$ cat src/rtl/pc_sup_pkg.sv
package pc_sup_pkg;

  // Next-address source codes driven by instruction decode
  typedef enum logic [1:0] {
    SEL_SEQ    = 2'd0,
    SEL_BRANCH = 2'd1,
    SEL_JUMP   = 2'd2,
    SEL_TRAP   = 2'd3
  } pcSel_e;

  // Strobes from control to datapath
  typedef struct packed {
    logic load;
    logic takeBranch;
    logic takeJump;
    logic takeTrap;
    logic takeIrq;
  } pcStrobes_t;

endpackage

$ cat src/rtl/pc_sup_ctrl.sv
module pc_sup_ctrl
  import pc_sup_pkg::*;
(
  input  logic       clk,
  input  logic       rst,
  input  logic       pcEnable,
  input  logic [1:0] pcSel,
  input  logic       irqReq,
  output pcStrobes_t strobe
);

  pcSel_e selCode;
  logic   normalPath;

  always_comb begin
    selCode           = pcSel_e'(pcSel);
    normalPath        = pcEnable & ~irqReq;
    strobe.load       = pcEnable;
    strobe.takeIrq    = pcEnable & irqReq;
    strobe.takeTrap   = normalPath & (selCode == SEL_TRAP);
    strobe.takeJump   = normalPath & (selCode == SEL_JUMP);
    strobe.takeBranch = normalPath & (selCode == SEL_BRANCH);
  end


  strobe_onehot_chk: assert property (@(posedge clk) disable iff (rst)
    $onehot0({strobe.takeIrq, strobe.takeTrap, strobe.takeJump, strobe.takeBranch}));


  idle_quiet_chk: assert property (@(posedge clk) disable iff (rst)
    !pcEnable |-> !(strobe.takeIrq | strobe.takeTrap | strobe.takeJump | strobe.takeBranch));

endmodule

$ cat src/rtl/pc_sup_datapath.sv
module pc_sup_datapath
  import pc_sup_pkg::*;
#(
  parameter int PC_W = 32,
  parameter int OFF_W = 16,
  parameter logic [PC_W-1:0] RESET_VEC = '0,
  parameter logic [PC_W-1:0] TRAP_VEC = {1'b1, {(PC_W-2){1'b0}}, 1'b1},
  parameter logic [PC_W-1:0] IRQ_VEC = {1'b1, {(PC_W-3){1'b0}}, 2'b10}
) (
  input  logic             clk,
  input  logic             rst,
  input  pcStrobes_t       strobe,
  input  logic [OFF_W-1:0] branchOffset,
  input  logic [PC_W-1:0]  jumpTarget,
  output logic [PC_W-1:0]  pcOut,
  output logic [PC_W-1:0]  pcPlusOne,
  output logic [PC_W-2:0]  imemAddr
);

  localparam int LOW_W = PC_W - 1;
  localparam int EXT_W = LOW_W - OFF_W;

  logic [PC_W-1:0]  pcReg;
  logic [PC_W-1:0]  nextPc;
  logic             supBit;
  logic [LOW_W-1:0] lowAddr;
  logic [LOW_W-1:0] incLow;
  logic [LOW_W-1:0] offExt;
  logic [LOW_W-1:0] branchLow;
  logic             jumpSup;

  always_comb begin
    supBit    = pcReg[PC_W-1];
    lowAddr   = pcReg[LOW_W-1:0];
    incLow    = lowAddr + {{(LOW_W-1){1'b0}}, 1'b1};
    offExt    = {{EXT_W{branchOffset[OFF_W-1]}}, branchOffset};
    branchLow = incLow + offExt;
    jumpSup   = supBit & jumpTarget[PC_W-1];
  end

  always_comb begin
    if (strobe.takeIrq)         nextPc = IRQ_VEC;
    else if (strobe.takeTrap)   nextPc = TRAP_VEC;
    else if (strobe.takeJump)   nextPc = {jumpSup, jumpTarget[LOW_W-1:0]};
    else if (strobe.takeBranch) nextPc = {supBit, branchLow};
    else                        nextPc = {supBit, incLow};
  end

  always_ff @(posedge clk) begin
    if (rst)              pcReg <= RESET_VEC;
    else if (strobe.load) pcReg <= nextPc;
  end

  assign pcOut     = pcReg;
  assign pcPlusOne = {supBit, incLow};
  assign imemAddr  = lowAddr;


  hold_when_idle_chk: assert property (@(posedge clk) disable iff (rst)
    !strobe.load |=> $stable(pcReg));


  sup_keep_chk: assert property (@(posedge clk) disable iff (rst)
    (strobe.load && !strobe.takeIrq && !strobe.takeTrap && !strobe.takeJump)
      |=> pcReg[PC_W-1] == $past(supBit));


  jump_no_raise_chk: assert property (@(posedge clk) disable iff (rst)
    (strobe.takeJump && !supBit) |=> !pcReg[PC_W-1]);


  trap_vector_chk: assert property (@(posedge clk) disable iff (rst)
    strobe.takeTrap |=> pcReg == TRAP_VEC);


  irq_vector_chk: assert property (@(posedge clk) disable iff (rst)
    strobe.takeIrq |=> pcReg == IRQ_VEC);

endmodule

$ cat src/rtl/pc_sup_unit.sv
module pc_sup_unit
  import pc_sup_pkg::*;
#(
  parameter int PC_W = 32,
  parameter int OFF_W = 16
) (
  input  logic             clk,
  input  logic             rst,
  input  logic             pcEnable,
  input  logic [1:0]       pcSel,
  input  logic             irqReq,
  input  logic [OFF_W-1:0] branchOffset,
  input  logic [PC_W-1:0]  jumpTarget,
  output logic [PC_W-1:0]  pcOut,
  output logic [PC_W-1:0]  pcPlusOne,
  output logic [PC_W-2:0]  imemAddr
);

  pcStrobes_t strobe;

  pc_sup_ctrl u_ctrl (
    .clk      (clk),
    .rst      (rst),
    .pcEnable (pcEnable),
    .pcSel    (pcSel),
    .irqReq   (irqReq),
    .strobe   (strobe)
  );

  pc_sup_datapath #(
    .PC_W  (PC_W),
    .OFF_W (OFF_W)
  ) u_dp (
    .clk          (clk),
    .rst          (rst),
    .strobe       (strobe),
    .branchOffset (branchOffset),
    .jumpTarget   (jumpTarget),
    .pcOut        (pcOut),
    .pcPlusOne    (pcPlusOne),
    .imemAddr     (imemAddr)
  );

endmodule

$ cat config.mk
export PLATFORM = sky130hd
export DESIGN_NAME = pc_sup_unit
export DESIGN_NICKNAME = d
export VERILOG_FILES = /design/src/rtl/pc_sup_pkg.sv /design/src/rtl/pc_sup_ctrl.sv /design/src/rtl/pc_sup_datapath.sv /design/src/rtl/pc_sup_unit.sv
export SDC_FILE = /design/constraint.sdc
export NUM_CORES = 1
export LEC_CHECK = 0
export ABC_CLOCK_PERIOD_IN_PS = 3740
export BUFFER_PORTS_ARGS = -buffer_cell sky130_fd_sc_hd__buf_2
export CAP_MARGIN = 10
export CELL_PAD_IN_SITES_DETAIL_PLACEMENT = 0
export CELL_PAD_IN_SITES_GLOBAL_PLACEMENT = 2
export CORE_ASPECT_RATIO = 1.5
export CORE_UTILIZATION = 25
export DETAILED_ROUTE_END_ITERATION = 7
export PLACE_DENSITY = 0.78
export SLEW_MARGIN = 5
export SYNTH_ARGS = -nofsm -noshare
export SYNTH_HDL_FRONTEND = slang
export SYNTH_SLANG_ARGS = --single-unit
$ cat constraint.sdc
create_clock -name clk -period 3.74 [get_ports clk]
set_input_delay 0.374 -clock clk [delete_from_list [all_inputs] [get_ports clk]]
set_output_delay 0.374 -clock clk [all_outputs]
set_load 0.05 [all_outputs]
==> metrics.csv <==
stage,metric,value,unit
synthesis,Avg Synthesized Cell Area,7.231,sq um
synthesis,Yosys top cell by area,dfxtp_1,
synthesis,"count leader, synth",nand2_1,
power,Cell Int Power,0.7398,mW
floorplanning,Core Area,0.01676,sq mm
route,routed wire length,18.12,mm
timing,final slew viol count,0,
synthesis,Synth area leaders,"dfxtp_1, ha_1, xnor2_1, nand2_1, a21oi_1",
cells_and_area,net total in the final layout,846,
setup_path,Setup crit end kind,flop,
route,post-route ant nets,0,
floorplanning,die extent in y,162.5,um
global_routing,All-Layer GR Usage,0.2011,
setup_path,Worst EP arrival,3770,ps
cells_and_area,# diodes,0,
synthesis,Seq cells post-synth,32,
place,DP Area,0.005695,sq mm
clocking,CTS tree,built,
place,placer congestion estimate,0.9022,
cells_and_area,post-route cell area,0.005986,sq mm
route,DRC,0,
timing,part of the cycle the worst path needs,0.9605,
synthesis,Mapped Cells,594,
route,routed vias,5049,
timing,Slew @ Worst Pin,886.3,ps
clocking,"Reg clk slew, reported paths",50,ps
floorplanning,Die W,109.0,um
power,combinational power share,0.361,
clocking,deepest clock path buffer count,2,
setup_path,Worst Setup Start Kind,flop,
timing,Final min period,3592,ps
place,dpl ws,-82.05,ps
outcome,status,finished clean,
synthesis,syn nets,688,
power,Sequential Power Share,0.301,
setup_path,Worst path max stage delay,430,ps
clocking,H-Tree Depth,2,
clocking,clk_lat worst skew,280,ps
timing,final setup violation count,0,
clocking,TritonCTS buffer count,5,
global_routing,vias in the first global route,4956,
clocking,Root Driver,clkbuf_16,
synthesis,Synth cell types,65,
setup_path,cell breakdown of the critical path,"ha_2, and4_4, buf_4, nand4_1, xnor2_2, ha_4, and2_1, a32o_1, o21ai_0, a41oi_2, a221o_1, xor2_1, mux2i_1, a221oi_1",
synthesis,dominant synthesized flop cell,dfxtp_1,
floorplanning,I/O pin count,149,
cells_and_area,synth-to-layout area growth,39.35,%
route,wire per inst,18.81,um
power,Sw Ratio,0.3831,
floorplanning,Core Rows,58,
global_routing,largest net degree at the start of global routing,23,
hold_path,HP Class,in2reg,
timing,Peak Freq,278.4,MHz
synthesis,synth cell count leaders,"nand2_1, a21oi_1, nor2_1",
job,Max Cap Violations,0,
route,vias per cell,5.243,
place,HPWL Detailed,14.67,mm
timing,Worst Clk Skew,3.952,ps
synthesis,Post-synth EDFFs,0,
timing,Max-slew headroom,0.4092,
power,switching power,0.4593,mW
route,DRT Pass-1 Iters,5,
route,DRT iter0 DRCs,252,
synthesis,top cell type's share of synthesized area,0.1491,
setup_path,Setup Crit Path Kind,reg2reg,
global_routing,number of antenna violations at the first check in global routing,0,
cells_and_area,Layout fillers,1800,
setup_path,CP required,3920,ps
global_routing,total congestion overflow,0,
power,PD cells,200.3,mW/mm^2
timing,Setup TNS,0,ps
timing,final hold slack,341.0,ps
synthesis,YS warnings,0,
global_routing,first-pass GRT wire length,27.13,mm
synthesis,register area share after synthesis,0.1491,
floorplanning,Initial Utilization,0.2562,
clocking,Clock Sink Count,32,
synthesis,Post-Syn Area,0.004295,sq mm
cells_and_area,Largest register FFs,32,
timing,PnR worst setup slack,147.6,ps
setup_path,Slowest cell on crit path,a221o_1,
floorplanning,Die ar.,0.01772,sq mm
place,port buffer count,148,
setup_path,crit path max fanout,6,
timing,"Hold Vio Cnt, Final",0,
setup_path,r2r setup slk,150,ps
power,VDD IR max,0.1594,mV
cells_and_area,share of cells above drive strength 1,0.3785,
power,Clk pwr share,0.339,
synthesis,asr flop ratio synth,0,
power,leakage power,3.007,nW
==> power by group through the flow <==
| stage | sequential (mW) | clock, mW | combinational (mW) |
|---|---|---|---|
| global route | 0.362 | 0.422 | 0.465 |
| global placement | 0.367 | 0 | 0.421 |
| detailed placement | 0.368 | 0 | 0.423 |
| finish | 0.361 | 0.406 | 0.433 |
| floorplan | 0.395 | 0 | 0.260 |
| CTS | 0.360 | 0.413 | 0.425 |
==> repair_timing <==
item | 4_1_cts | 5_1_grt
resized for setup | 3 | 24
buffers inserted | 0 | 5
hold buffers | 0 | 0
pin swaps | 1 | 10
setup endpoints to repair | 2 | 11
==> cells by family (layout without fill, tap and decap cells) <==
logic type | count (synthesis) | count (layout) | share of synthesized area
and+or+nand+nor | 216 | 216 | 0.2502
AOI/OAI and AO/OA | 183 | 183 | 0.2785
buffers and inverters | 68 | 227 | 0.09059
xor gates and xnor gates | 51 | 51 | 0.1040
adders and majority gates | 40 | 40 | 0.1183
DFF | 32 | 32 | 0.1491
muxes | 4 | 4 | 0.009322
==> path summary, 6_finish.rpt <==
kind,from,end,cells after the start
hold / removal,jumpTarget[30],u_dp.pcOut[30],3
setup reg to reg,u_dp.pcOut[1],u_dp.pcOut[25],14
hold reg to reg,u_dp.pcOut[31],u_dp.pcOut[31],2
setup / recovery,u_dp.pcOut[1],u_dp.pcOut[25],14
==> layout by cell type (no fill, tap or decap), drive strengths merged, types with 4 or more instances in the layout <==
cell	instances
a22o	4
nor2b	8
and3	6
nand2	80
mux2i	4
nor2	41
clkbuf	7
a21o	13
a31oi	6
a21oi	57
nand3	23
ha	39
buf	205
nor3	8
xor2	17
o21ai	43
dfxtp	32
xnor2	34
nand4	15
inv	14
nand2b	7
and4	6
o211ai	12
and2	10
a211oi	11
o41ai	5
==> per-stage QoR <==
stage / cells / power [mW] / util
global placement: 950 / 0.7879 / 0.3398
detailed placement: 950 / 0.7908 / 0.3398
finish: 963 / 1.199 / 0.3571
CTS: 958 / 1.199 / 0.3487
floorplan: 594 / 0.6549 / -
global route: 963 / 1.249 / 0.3571
==> area by class of cell <==
type / count / area [sq um] / share of cell area
Clock buffer: 7 / 132.6 / 0.02216
Clock inverter: 1 / 5.005 / 0.0008361
Inverter: 14 / 52.55 / 0.008779
Multi-Input combinational cell: 494 / 3665 / 0.6122
Sequential cell: 32 / 686.9 / 0.1148
Tap cell: 210 / 262.8 / 0.04390
Timing Repair Buffer: 205 / 1181 / 0.1973
==> critical path, delay by kind of cell (launching register included) <==
family	cells	cell delay, ps
muxes	1	90
and+or+nand+nor	3	530
DFF	1	370
AOI/OAI and AO/OA	5	1450
buffers and inverters	1	120
adders and majority gates	2	480
xor gates and xnor gates	2	430
==> layer usage <==
| layer | part of all wire | track usage |
|---|---|---|
| met4 | 0.024 | 0.05098 |
| met1 | 0.39 | 0.2254 |
| met5 | 0 | 0 |
| met3 | 0.046 | 0.02521 |
| met2 | 0.54 | 0.3877 |
Power figures use the tool's default switching activity.
